<file path="config.mk">
export PLATFORM = sky130hd
export DESIGN_NAME = aux_limit_timer
export DESIGN_NICKNAME = d
export VERILOG_FILES = /design/src/rtl/ltmr_pkg.sv /design/src/rtl/ltmr_decode.sv /design/src/rtl/ltmr_core.sv /design/src/rtl/aux_limit_timer.sv
export SDC_FILE = /design/constraint.sdc
export NUM_CORES = 1
export LEC_CHECK = 0
export BUFFER_PORTS_ARGS = -buffer_cell sky130_fd_sc_hd__clkbuf_2
export CAP_MARGIN = 10
export CORE_ASPECT_RATIO = 1.75
export CORE_MARGIN = 3
export CORE_UTILIZATION = 45
export DETAILED_ROUTE_END_ITERATION = 8
export GPL_TIMING_DRIVEN = 0
export PLACE_DENSITY = 0.66
export SLEW_MARGIN = 10
export SYNTH_ARGS = -nofsm -noshare
export SYNTH_HDL_FRONTEND = slang
export SYNTH_SLANG_ARGS = --single-unit
</file>
<file path="constraint.sdc">
create_clock -name clk -period 2.92 [get_ports clk]
set_clock_uncertainty 0.2 [all_clocks]
set_input_delay 0.438 -clock clk [delete_from_list [all_inputs] [get_ports clk]]
set_output_delay 0.438 -clock clk [all_outputs]
set_load 0.01 [all_outputs]
</file>
<file path="src/rtl/ltmr_pkg.sv">
package ltmr_pkg;
   // register slot offsets from a timer's base address
   localparam int FLD_CNT  = 0;
   localparam int FLD_CTRL = 1;
   localparam int FLD_LIM  = 2;
   localparam int NUM_FLD  = 3;

   // control word bit positions
   localparam int CTL_IE = 0;
   localparam int CTL_NH = 1;
   localparam int CTL_W  = 2;

   typedef struct packed {
      logic nh;   // bit 1: hold while processor halted
      logic ie;   // bit 0: interrupt enable
   } ctl_t;
endpackage

</file>
<file path="src/rtl/ltmr_decode.sv">
module ltmr_decode
   import ltmr_pkg::*;
#(
   parameter int NUM_TMR = 2,
   parameter int ADDR_W  = 12,
   parameter logic [NUM_TMR*ADDR_W-1:0] BASES = {12'h100, 12'h021}
) (
   input  logic                              clk,
   input  logic                              rst_n,
   input  logic [ADDR_W-1:0]                 addr_i,
   output logic [NUM_TMR-1:0][NUM_FLD-1:0]   hit_o
);
   localparam int HIT_W = NUM_TMR * NUM_FLD;

   for (genvar t = 0; t < NUM_TMR; t++) begin : g_tmr
      localparam logic [ADDR_W-1:0] BASE = BASES[t*ADDR_W +: ADDR_W];
      for (genvar f = 0; f < NUM_FLD; f++) begin : g_fld
         localparam logic [ADDR_W-1:0] SLOT = BASE + ADDR_W'(f);
         assign hit_o[t][f] = (addr_i == SLOT);
      end
   end

   logic [HIT_W-1:0] hit_flat;
   assign hit_flat = hit_o;

   // overlapping base parameters would make one address select two registers
   assert_single_select_R7 : assert property (@(posedge clk) disable iff (!rst_n)
      $onehot0(hit_flat));
endmodule

</file>
<file path="src/rtl/ltmr_core.sv">
module ltmr_core
   import ltmr_pkg::*;
#(
   parameter int DATA_W = 32
) (
   input  logic                clk,
   input  logic                rst_n,
   input  logic                halt_i,
   input  logic [NUM_FLD-1:0]  sel_i,
   input  logic                wr_i,
   input  logic [DATA_W-1:0]   wdata_i,
   output logic [DATA_W-1:0]   rdata_o,
   output logic                irq_o
);
   localparam logic [DATA_W-1:0] LIM_RST = '1;
   localparam int PAD_W = DATA_W - CTL_W;

   logic [DATA_W-1:0] cnt_q, lim_q;
   ctl_t              ctl_q;
   logic              pend_q;

   logic cnt_wr, lim_wr, ctl_wr, run, hit;

   assign cnt_wr = wr_i & sel_i[FLD_CNT];
   assign lim_wr = wr_i & sel_i[FLD_LIM];
   assign ctl_wr = wr_i & sel_i[FLD_CTRL];
   assign run    = !(ctl_q.nh && halt_i);
   assign hit    = run && (cnt_q == lim_q);

   always_ff @(posedge clk) begin
      if (!rst_n) begin
         cnt_q  <= '0;
         lim_q  <= LIM_RST;
         ctl_q  <= '0;
         pend_q <= 1'b0;
      end else begin
         if (cnt_wr)
            cnt_q <= wdata_i;
         else if (run)
            cnt_q <= hit ? '0 : cnt_q + 1'b1;
         if (lim_wr)
            lim_q <= wdata_i;
         if (ctl_wr)
            ctl_q <= ctl_t'(wdata_i[CTL_W-1:0]);
         if (hit && ctl_q.ie)
            pend_q <= 1'b1;
         else if (ctl_wr)
            pend_q <= 1'b0;
      end
   end

   assign irq_o = pend_q & ctl_q.ie;

   always_comb begin
      rdata_o = '0;
      if (sel_i[FLD_CNT])  rdata_o = cnt_q;
      if (sel_i[FLD_LIM])  rdata_o = lim_q;
      if (sel_i[FLD_CTRL]) rdata_o = {{PAD_W{1'b0}}, ctl_q};
   end

   assert_count_load_R2 : assert property (@(posedge clk) disable iff (!rst_n)
      cnt_wr |=> cnt_q == $past(wdata_i));
   assert_count_step_R2 : assert property (@(posedge clk) disable iff (!rst_n)
      (!cnt_wr && run && !hit) |=> cnt_q == $past(cnt_q) + 1'b1);
   assert_wrap_zero_R3 : assert property (@(posedge clk) disable iff (!rst_n)
      (!cnt_wr && hit) |=> cnt_q == '0);
   assert_pend_set_R4 : assert property (@(posedge clk) disable iff (!rst_n)
      (hit && ctl_q.ie) |=> pend_q);
   assert_ack_clear_R5 : assert property (@(posedge clk) disable iff (!rst_n)
      (ctl_wr && !(hit && ctl_q.ie)) |=> !pend_q);
   assert_halt_hold_R6 : assert property (@(posedge clk) disable iff (!rst_n)
      (ctl_q.nh && halt_i && !cnt_wr) |=> $stable(cnt_q));
endmodule

</file>
<file path="src/rtl/aux_limit_timer.sv">
module aux_limit_timer
   import ltmr_pkg::*;
#(
   parameter int NUM_TMR = 2,
   parameter int DATA_W  = 32,
   parameter int ADDR_W  = 12,
   parameter logic [NUM_TMR*ADDR_W-1:0] BASES = {12'h100, 12'h021}
) (
   input  logic                clk,
   input  logic                rst_n,
   input  logic                cpu_halt_i,
   input  logic [ADDR_W-1:0]   aux_addr_i,
   input  logic                aux_wr_i,
   input  logic [DATA_W-1:0]   aux_wdata_i,
   output logic [DATA_W-1:0]   aux_rdata_o,
   output logic [NUM_TMR-1:0]  tmr_irq_o
);
   if (DATA_W < CTL_W + 1 || DATA_W > 64) begin : g_bad_width
      $error("aux_limit_timer: DATA_W out of range");
   end
   if (NUM_TMR < 1 || NUM_TMR > 8) begin : g_bad_count
      $error("aux_limit_timer: NUM_TMR out of range");
   end
   if (ADDR_W < 2) begin : g_bad_addr
      $error("aux_limit_timer: ADDR_W too small");
   end

   logic [NUM_TMR-1:0][NUM_FLD-1:0] hit;
   logic [NUM_TMR-1:0][DATA_W-1:0]  rd_each;

   ltmr_decode #(
      .NUM_TMR (NUM_TMR),
      .ADDR_W  (ADDR_W),
      .BASES   (BASES)
   ) u_decode (
      .clk    (clk),
      .rst_n  (rst_n),
      .addr_i (aux_addr_i),
      .hit_o  (hit)
   );

   for (genvar t = 0; t < NUM_TMR; t++) begin : g_tmr
      ltmr_core #(
         .DATA_W (DATA_W)
      ) u_core (
         .clk     (clk),
         .rst_n   (rst_n),
         .halt_i  (cpu_halt_i),
         .sel_i   (hit[t]),
         .wr_i    (aux_wr_i),
         .wdata_i (aux_wdata_i),
         .rdata_o (rd_each[t]),
         .irq_o   (tmr_irq_o[t])
      );
   end

   // at most one core is selected, so an OR merges the read paths
   always_comb begin
      aux_rdata_o = '0;
      for (int t = 0; t < NUM_TMR; t++)
         aux_rdata_o = aux_rdata_o | rd_each[t];
   end

   assert_undecoded_zero_R8 : assert property (@(posedge clk) disable iff (!rst_n)
      (hit == '0) |-> (aux_rdata_o == '0));
endmodule

</file>
==> results of run 1 <==
[cell type report]
type                            instances  area share
Multi-Input combinational cell        802       0.527
Timing Repair Buffer                   89      0.0501
Sequential cell                       134       0.286
Buffer                                 86      0.0411
Clock inverter                         11      0.0108
Inverter                               11     0.00440
Tap cell                              231      0.0308
Clock buffer                           21      0.0501
[critical path, delay by kind of cell]
kind                   cells  cell delay (ns)
AOI/OAI and AO/OA          1             0.25
buffers and inverters      3             0.55
and+or+nand+nor            3             0.93
[per-stage QoR]
step | total power (µW) | worst slack, ns | instance area (µm²) | instances
6_report | 4170 | 0.102 | 9380 | 1385
5_1_grt | 4270 | 0.00000688 | 9380 | 1385
4_1_cts | 4170 | 0.0118 | 9310 | 1377
3_5_place_dp | 2100 | -0.233 | 8710 | 1343
3_3_place_gp | 2100 | -0.240 | 8710 | 1343
2_1_floorplan | 1980 | 0.440 | 8030 | 1033
[worst min-delay path by stage]
stage	startpoint	to	slack, ns	cells after the start
final	aux_wdata_i[12]	g_tmr[0].u_core.lim_q[12]	0.11	3
after global placement	g_tmr[1].u_core.pend_q	g_tmr[1].u_core.pend_q	0.27	2
after detailed placement	g_tmr[0].u_core.pend_q	g_tmr[0].u_core.pend_q	0.28	2
after floorplan	g_tmr[1].u_core.ctl_q[0]	g_tmr[1].u_core.ctl_q[0]	0.25	2
after global routing	aux_wdata_i[19]	g_tmr[0].u_core.lim_q[19]	0.13	3
after CTS	aux_wdata_i[7]	g_tmr[1].u_core.lim_q[7]	0.11	3
[per-layer routing]
metal | vias to the layer above | GRT usage | share of wire
met1 | 3835 | 0.338 | 0.37
met3 | 101 | 0.0411 | 0.051
met5 | - | 0 | 0
met2 | 348 | 0.562 | 0.52
li1 | 3865 | - | -
met4 | 0 | 0.184 | 0.063
[registers in the layout, summed over array words and instances, names as in the netlist]
name and flops:
g_tmr.u_core.cnt_q 64, g_tmr.u_core.lim_q 64, g_tmr.u_core.ctl_q 4, g_tmr.u_core.pend_q 2
[power by group through the flow]
stage / clock network, µW / registers (µW) / logic (µW)
after floorplan: 0 / 1880 / 99.7
after global placement: 0 / 1890 / 216
after detailed placement: 0 / 1890 / 217
after CTS: 2110 / 1850 / 218
after global routing: 2190 / 1850 / 235
final: 2100 / 1850 / 223
[cell usage in the layout, fill, tap and decap left out, types with 4 or more instances in the layout]
| master | n |
|---|---|
| a21oi_1 | 26 |
| a221o_1 | 30 |
| a22oi_1 | 37 |
| a31oi_1 | 11 |
| and2_1 | 9 |
| and3_1 | 15 |
| and4_1 | 7 |
| buf_2 | 27 |
| buf_4 | 12 |
| clkbuf_1 | 49 |
| clkbuf_16 | 17 |
| clkbuf_2 | 81 |
| clkbuf_4 | 5 |
| clkinvlp_4 | 4 |
| dfxtp_1 | 134 |
| inv_1 | 10 |
| mux2_2 | 4 |
| mux2i_1 | 33 |
| nand2_1 | 173 |
| nand3_1 | 108 |
| nand4_1 | 22 |
| nor2_1 | 99 |
| nor3_1 | 24 |
| nor3b_1 | 4 |
| nor4_1 | 19 |
| nor4_4 | 5 |
| o21ai_0 | 16 |
| o21ai_1 | 4 |
| xnor2_1 | 24 |
| xor2_1 | 85 |
[timing repair]
item | 4_1_cts | 5_1_grt
endpoints found under the hold margin | 0 | 0
pin swaps | 2 | 6
buffers inserted | 2 | 8
setup endpoints to repair | 43 | 77
hold buffers | 0 | 0
gates resized for setup | 8 | 6
[cell families after synthesis]
| group | count (synthesis) | share of synthesized area |
|---|---|---|
| flip-flops | 134 | 0.334 |
| XOR/XNOR | 109 | 0.119 |
| buffers and inverters | 97 | 0.0506 |
| multiplexers | 37 | 0.0467 |
| AO/OA/AOI/OAI | 143 | 0.131 |
| AND/OR/NAND/NOR | 511 | 0.315 |
| adder cells (fa/ha/maj) | 2 | 0.00312 |
==> out/metrics.cfg, run 1 <==
[worst_setup_path]
worstReg2RegEnd=g_tmr[0].u_core.cnt_q[8]
worstPathRequired_ns=2.28
end_kind=primary output
path_cells=clkbuf_2 > nor4_4 > nand2_2 > nor3_4 > clkbuf_2 > a221o_1 > clkbuf_2
r2r_setup_slack_ns=0.12
setup.worst_path.class=in2out
crit_arrival_ns=2.18
cp_slowest_cell=nor4_4
path_max_fanout=10
cp_common_cell=clkbuf_2
r2r-start=g_tmr[0].u_core.cnt_q[8]
crit_end=aux_rdata_o[7]
cpPeakStageDelay_ns=0.38
critPathLaunchType=input pin
critical_path.startpoint=aux_addr_i[10]
rr_worst_depth=9

[synth]
yosysSeqAreaShare=0.334
yosysMostFrequentCell=nand2_1
synth_seq_cells=134
postSynth.asyncResetShare=0
synth_top_cells_by_count=nand2_1 (173), dfxtp_1 (134), nand3_1 (108)
synth-edff-count=0
synthCells=1033
yosysTopAreaCell=dfxtp_1
ys_warn_count=0
synth-main-ff-cell=dfxtp_1
synth_cell_type_count=60
syn_nets=1083
synth_top_area_frac=0.334
synthTopCellsByArea=dfxtp_1 (33%), xor2_1 (9.3%), nand2_1 (8.1%), nand3_1 (6.7%), nor2_1 (4.6%)
syn_avg_cell_area_um2=7.77
synth_area_um2=8030

[finish]
final_core_util=0.535
fill_cells=1747
antenna_cells=0
drive_above_1_share=0.158
multiInputGateArea_um2=4940
ff_latch_area_um2=2680
area_growth_pct=16.8
nets=1191

[die]
die_x_um=107
io-pin-count=82
rows=64
coreArea_um2=17500
die_height_um=183
start_util=0.458
die_area_um2=19500

[detailed_routing]
vias_per_cell=5.88
dr.first_iter.drc_count=562
drt_wl_total_um=30100
route.detailed.drc=0
dr_total_vias=8149
wire_per_inst_um=21.7
dr.pass1.iters=5
drt.antenna.violating_nets=0

[cts]
cts_buffers=17
clockBufferDepth=2
htree_levels=4
clock_sinks=134
clk_latency_ns=0.43
cts_tree=done
cts-root-buf=clkbuf_16
clk_pin_slew_worst_paths_ns=0.06

[power_and_ir_drop]
internal-power_uw=3140
pwr_density_cell_nw_per_um2=445
seqPwrFrac=0.443
p_sw_frac=0.247
power.share.clock=0.504
p_comb_frac=0.054
p_leak_uw=0.00405
vdd_drop_max_v=0.000304
p_sw_uw=1030

[sta]
setup_viol=0
relSlewSlack=0.364
grt_setup_unrepaired=no
drv_slew=0
fin_crit_sh=0.965
period_minus_slack_ns=2.82
final_hold_viol_count=0
hold_ws_ns=0.114
setup_tns_ns=0
tightest_slew_ns=0.930
maxClockFrequency_ghz=0.355

[global_routing]
grt.total_usage=0.310
grt_max_degree=17
antenna_found_initial=0
grt_pass1_vias=7813
grt_overflow=0
grt_pass1_wl_um=45300

[placed_design]
portBuffers=79
place_hpwl_um=23400
gp_congestion=0.977

[run]
drv_cap=0

[min_path]
min_path_type=in2reg

[outcome]
status=finished, final reports clean

Note: power is estimated with default switching activity, not from simulation.
==> run 2, diff against run 1 <==
- CTS_BUF_LIST: unset -> sky130_fd_sc_hd__clkbuf_8 sky130_fd_sc_hd__clkbuf_16
==> out/metrics.cfg, run 2 (synthesis gave the netlist of run 1 again) <==
[finish]
fill_cells=1747  ; unchanged
nets=1191  ; unchanged
layout_common_cells=nand2_1 (173), dfxtp_1 (134), nand3_1 (108)
stdcell_count=1385  ; unchanged
final_common_cell=nand2_1
drive_above_1_share=0.158  ; unchanged
reg.largest.list=g_tmr.u_core.cnt_q: 64 flops, g_tmr.u_core.lim_q: 64 flops, g_tmr.u_core.ctl_q: 4 flops
fin_area_um2=9380  ; unchanged
antenna_cells=0  ; unchanged
area_growth_pct=16.8  ; unchanged

[power_and_ir_drop]
vdd_drop_max_v=0.000304  ; about the same
p_leak_uw=0.00405  ; +0.10%
pwr_density_cell_nw_per_um2=445  ; about the same

[worst_setup_path]
critPathLaunchType=input pin
path_max_fanout=10  ; unchanged
cp_slowest_cell=nor4_4
setup.worst_path.class=in2out
cp_common_cell=clkbuf_2
end_kind=primary output
crit_arrival_ns=2.18  ; about the same
worstPathRequired_ns=2.28  ; about the same
cpPeakStageDelay_ns=0.38  ; about the same
path_cells=clkbuf_2 > nor4_4 > nand2_2 > nor3_4 > clkbuf_2 > a221o_1 > clkbuf_2

[die]
rows=64  ; unchanged
io-pin-count=82  ; unchanged
coreArea_um2=17500  ; unchanged
die_height_um=183  ; unchanged
start_util=0.458  ; unchanged
die_x_um=107  ; unchanged
die_area_um2=19500  ; unchanged

[run]
drv_cap=0  ; unchanged

[detailed_routing]
route.detailed.drc=0  ; unchanged
dr.first_iter.drc_count=562  ; unchanged
wire_per_inst_um=21.8  ; +0.12%
dr.pass1.iters=5  ; unchanged
drt_wl_total_um=30100  ; +0.12%
vias_per_cell=5.91  ; +0.44%
drt.antenna.violating_nets=0  ; unchanged
dr_total_vias=8185  ; +0.44%

[placed_design]
portBuffers=79  ; unchanged
gp_congestion=0.977  ; unchanged
place_area_um2=8710  ; unchanged
place_inst=1343  ; unchanged
place_hpwl_um=23400  ; unchanged

[global_routing]
grt.total_usage=0.310  ; unchanged
grt_pass1_vias=7813  ; unchanged
grt_pass1_wl_um=45300  ; unchanged
grt_overflow=0  ; unchanged
antenna_found_initial=0  ; unchanged
grt_max_degree=17  ; unchanged

[sta]
grt_setup_unrepaired=no
fin_crit_sh=0.965  ; about the same
final_hold_viol_count=0  ; unchanged
relSlewSlack=0.368  ; +0.00474
setup_viol=0  ; unchanged
period_minus_slack_ns=2.82  ; -0.0000220 ns
tightest_slew_ns=0.924  ; -0.00693 ns
maxClockFrequency_ghz=0.355  ; about the same
drv_slew=0  ; unchanged
setup_tns_ns=0  ; unchanged

[cts]
clock_sinks=134  ; unchanged
clk_pin_slew_worst_paths_ns=0.06  ; about the same
clockBufferDepth=2  ; unchanged
cts_tree=done
cts-root-buf=clkbuf_16
clk_latency_ns=0.43  ; about the same
cts_buffers=17  ; unchanged
htree_levels=4  ; unchanged

[min_path]
min_path_type=in2reg

[outcome]
status=finished, final reports clean

-- run 2: cell types whose count changed in the layout (fill, tap and decap cells not counted), sizes merged --
cell	previous run	this run
clkbuf	155	154
inv	11	12
-- run 2: timing repair --
| item | CTS | global route |
|---|---|---|
| pin swaps | 2 | 6 |
| resized for setup | 8 | 6 |
| hold buffers | 0 | 0 |
| setup endpoints to repair | 43 | 77 |
| setup buffers | 2 | 8 |
| endpoints found under the hold margin | 0 | 0 |
-- run 2: final cells by class --
type / instances / area (µm²) / area share
clock buffer: 20 / 467 / 0.0497
inverter: 11 / 41.3 / 0.00440
clock inverter: 12 / 105 / 0.0112
timing repair buffer: 89 / 470 / 0.0501
multi-input combinational: 802 / 4940 / 0.527
tap: 231 / 289 / 0.0308
buffer: 86 / 385 / 0.0411
sequential: 134 / 2680 / 0.286
-- run 2: metal layers --
| layer | part of all wire | up-vias | global-route usage | wire length, µm |
|---|---|---|---|---|
| met5 | 0 | - | 0 | 0 |
| met4 | 0.064 | 0 | 0.184 | 1930 |
| met3 | 0.050 | 105 | 0.0411 | 1500 |
| met2 | 0.52 | 362 | 0.562 | 15700 |
| met1 | 0.37 | 3853 | 0.338 | 11100 |
| li1 | - | 3865 | - | - |
-- run 2: final timing paths --
check	start	to	slack [ns]	depth (start not counted)
setup / recovery	aux_addr_i[10]	aux_rdata_o[7]	0.10	7
hold / removal	aux_wdata_i[12]	g_tmr[0].u_core.lim_q[12]	0.11	3
setup reg to reg	g_tmr[0].u_core.cnt_q[8]	g_tmr[0].u_core.cnt_q[8]	0.12	9
hold reg to reg	g_tmr[1].u_core.pend_q	g_tmr[1].u_core.pend_q	0.29	2
-- run 2: report_power, final --
group	internal, µW	switching [µW]
clock	1230	866
sequential	1840	12.4
combinational	69.3	154
-- run 2: metrics by stage --
stage	total power (µW)	utilization	worst slack, ns	hold slack [ns]
2_1_floorplan	1980	-	0.440	0.253
3_3_place_gp	2100	0.497	-0.240	0.274
3_5_place_dp	2100	0.497	-0.233	0.277
4_1_cts	4170	0.531	0.0118	0.105
5_1_grt	4270	0.535	0.00000688	0.134
6_report	4170	0.535	0.103	0.114
-- run 2: critical path: cells and delay by family --
family / cells / cell delay, ns
buffers and inverters: 3 / 0.55
AO/OA/AOI/OAI: 1 / 0.25
AND/OR/NAND/NOR: 3 / 0.93
==> run 3, diff against run 2 <==
- GPL_TIMING_DRIVEN: 0 -> unset
==> out/metrics.cfg, run 3 (synthesis gave the netlist of run 1 again) <==
[global_routing]
grt_overflow=0  ; unchanged
grt_pass1_wl_um=42600  ; -6.1%
grt_max_degree=80  ; +63
antenna_found_initial=0  ; unchanged
grt.total_usage=0.285  ; -0.0250
grt_pass1_vias=7627  ; -2.4%

[power_and_ir_drop]
finalPower_uw=4330  ; +3.7%
pwr_density_cell_nw_per_um2=460  ; +3.4%
vdd_drop_max_v=0.000301  ; -0.85%
p_leak_uw=0.00405  ; about the same

[detailed_routing]
drt.antenna.violating_nets=0  ; unchanged
drt_wl_total_um=27900  ; -7.6%
wire_per_inst_um=20.8  ; -4.3%
vias_per_cell=6.04  ; +2.1%
dr.pass1.iters=6  ; +1
dr.first_iter.drc_count=593  ; +5.5%
dr_total_vias=8069  ; -1.4%
route.detailed.drc=0  ; unchanged

[worst_setup_path]
crit_arrival_ns=2.14  ; -0.04 ns
path_max_fanout=25  ; +15
worstReg2RegEnd=g_tmr[1].u_core.cnt_q[29]
cp_slowest_cell=nor4_4
path_cells=clkbuf_2 > nor4_4 > nand2_2 > nor3_4 > buf_12 > a221o_1 > clkbuf_2
critPathLaunchType=input pin
worstPathRequired_ns=2.28  ; about the same
critical_path.startpoint=aux_addr_i[3]
cp_common_cell=clkbuf_2
setup.worst_path.class=in2out
cpPeakStageDelay_ns=0.40  ; +0.02 ns
r2r_setup_slack_ns=0.35  ; +0.23 ns
end_kind=primary output
r2r-start=g_tmr[1].u_core.cnt_q[6]
rr_worst_depth=8  ; -1

[finish]
nets=1143  ; -4.0%
drive_above_1_share=0.167  ; +0.00956
fill_cells=1677  ; -4.0%
final_core_util=0.537  ; +0.00157
antenna_cells=0  ; unchanged
layout_common_cells=nand2_1 (173), dfxtp_1 (134), nand3_1 (108)
reg.largest.list=g_tmr.u_core.cnt_q: 64 flops, g_tmr.u_core.lim_q: 64 flops, g_tmr.u_core.ctl_q: 4 flops
area_growth_pct=17.2
final_common_cell=nand2_1

[sta]
relSlewSlack=0.233  ; -0.135
final_hold_viol_count=0  ; unchanged
hold_ws_ns=0.118  ; +0.00391 ns
drv_slew=0  ; unchanged
fin_crit_sh=0.952  ; -0.0131
grt_setup_unrepaired=no
setup_viol=0  ; unchanged
maxClockFrequency_ghz=0.360  ; +1.4%
tightest_slew_ns=1.15  ; +0.222 ns
setup_tns_ns=0  ; unchanged
period_minus_slack_ns=2.78  ; -0.0383 ns

[cts]
clk_latency_ns=0.43  ; about the same
cts-root-buf=clkbuf_16
htree_levels=4  ; unchanged
hold_buffers=0  ; unchanged
cts_buffers=17  ; unchanged
clk_pin_slew_worst_paths_ns=0.06  ; about the same
post_cts_resize_count=0  ; -8
cts_tree=done
clock_sinks=134  ; unchanged
clockBufferDepth=2  ; unchanged
post_cts_buffers=0  ; -2

[die]
die_x_um=107  ; unchanged
io-pin-count=82  ; unchanged
die_area_um2=19500  ; unchanged
rows=64  ; unchanged
coreArea_um2=17500  ; unchanged
start_util=0.458  ; unchanged
die_height_um=183  ; unchanged

[min_path]
min_path_type=in2reg
min_path_cells=3  ; unchanged
worstHoldEndpoint=g_tmr[0].u_core.lim_q[26]
holdCritStartpoint=aux_wdata_i[26]

[placed_design]
gp_congestion=0.957  ; -2.0%
place_hpwl_um=20000  ; -15%
portBuffers=81  ; +2.5%

[outcome]
status=finished, final reports clean

[run]
drv_cap=0  ; unchanged

run 3: cell count changes in the layout (fill, tap and decap cells not counted), sizes merged:
cell / delta
clkbuf: -53
buf: +5
bufinv: +2
clkinv: -1
clkinvlp: -1
run 3: power breakdown:
| part | switching (µW) | internal, µW | leakage, µW |
|---|---|---|---|
| sequential | 13.2 | 1840 | 0.00108 |
| clock | 854 | 1410 | 0.000298 |
| combinational | 144 | 71.2 | 0.00267 |
| total | 1010 | 3310 | 0.00405 |
run 3: through the flow:
| stage | std cells | instance area [µm²] | setup WS, ns |
|---|---|---|---|
| final | 1337 | 9410 | 0.141 |
| after global placement | 1305 | 8790 | 0.135 |
| after global routing | 1337 | 9410 | 0.0170 |
| after CTS | 1337 | 9410 | 0.143 |
| after floorplan | 1033 | 8030 | 0.440 |
| after detailed placement | 1305 | 8790 | 0.141 |
run 3: worst max path at each step:
stage	endpoint	slack [ns]	cells past startpoint
3_5_place_dp	g_tmr[1].u_core.cnt_q[21]	0.14	9
5_1_grt	aux_rdata_o[4]	0.02	7
2_1_floorplan	aux_rdata_o[0]	0.44	6
3_3_place_gp	g_tmr[1].u_core.cnt_q[21]	0.13	9
4_1_cts	aux_rdata_o[4]	0.14	7
6_report	aux_rdata_o[4]	0.14	7
run 3: worst max-delay path: cells and delay by family:
family | cells | cell delay (ns)
compound gates | 1 | 0.24
buf+inv | 3 | 0.49
simple gates | 3 | 0.95
run 3: layout make-up:
class	instances	area [µm²]	area share
multi-input combinational	802	4940	0.525
sequential	134	2680	0.285
timing repair buffer	127	838	0.0891
clock buffer	20	467	0.0496
tap	231	289	0.0307
clock inverter	12	150	0.0160
inverter	11	41.3	0.00439
run 3: layer usage:
layer  vias to the layer above  GRT usage  wire length, µm
met4                         0      0.177             1730
met1                      3860      0.329            10400
met3                        84     0.0340             1540
met2                       341      0.494            14200
met5                         -          0                0
li1                       3784          -                -
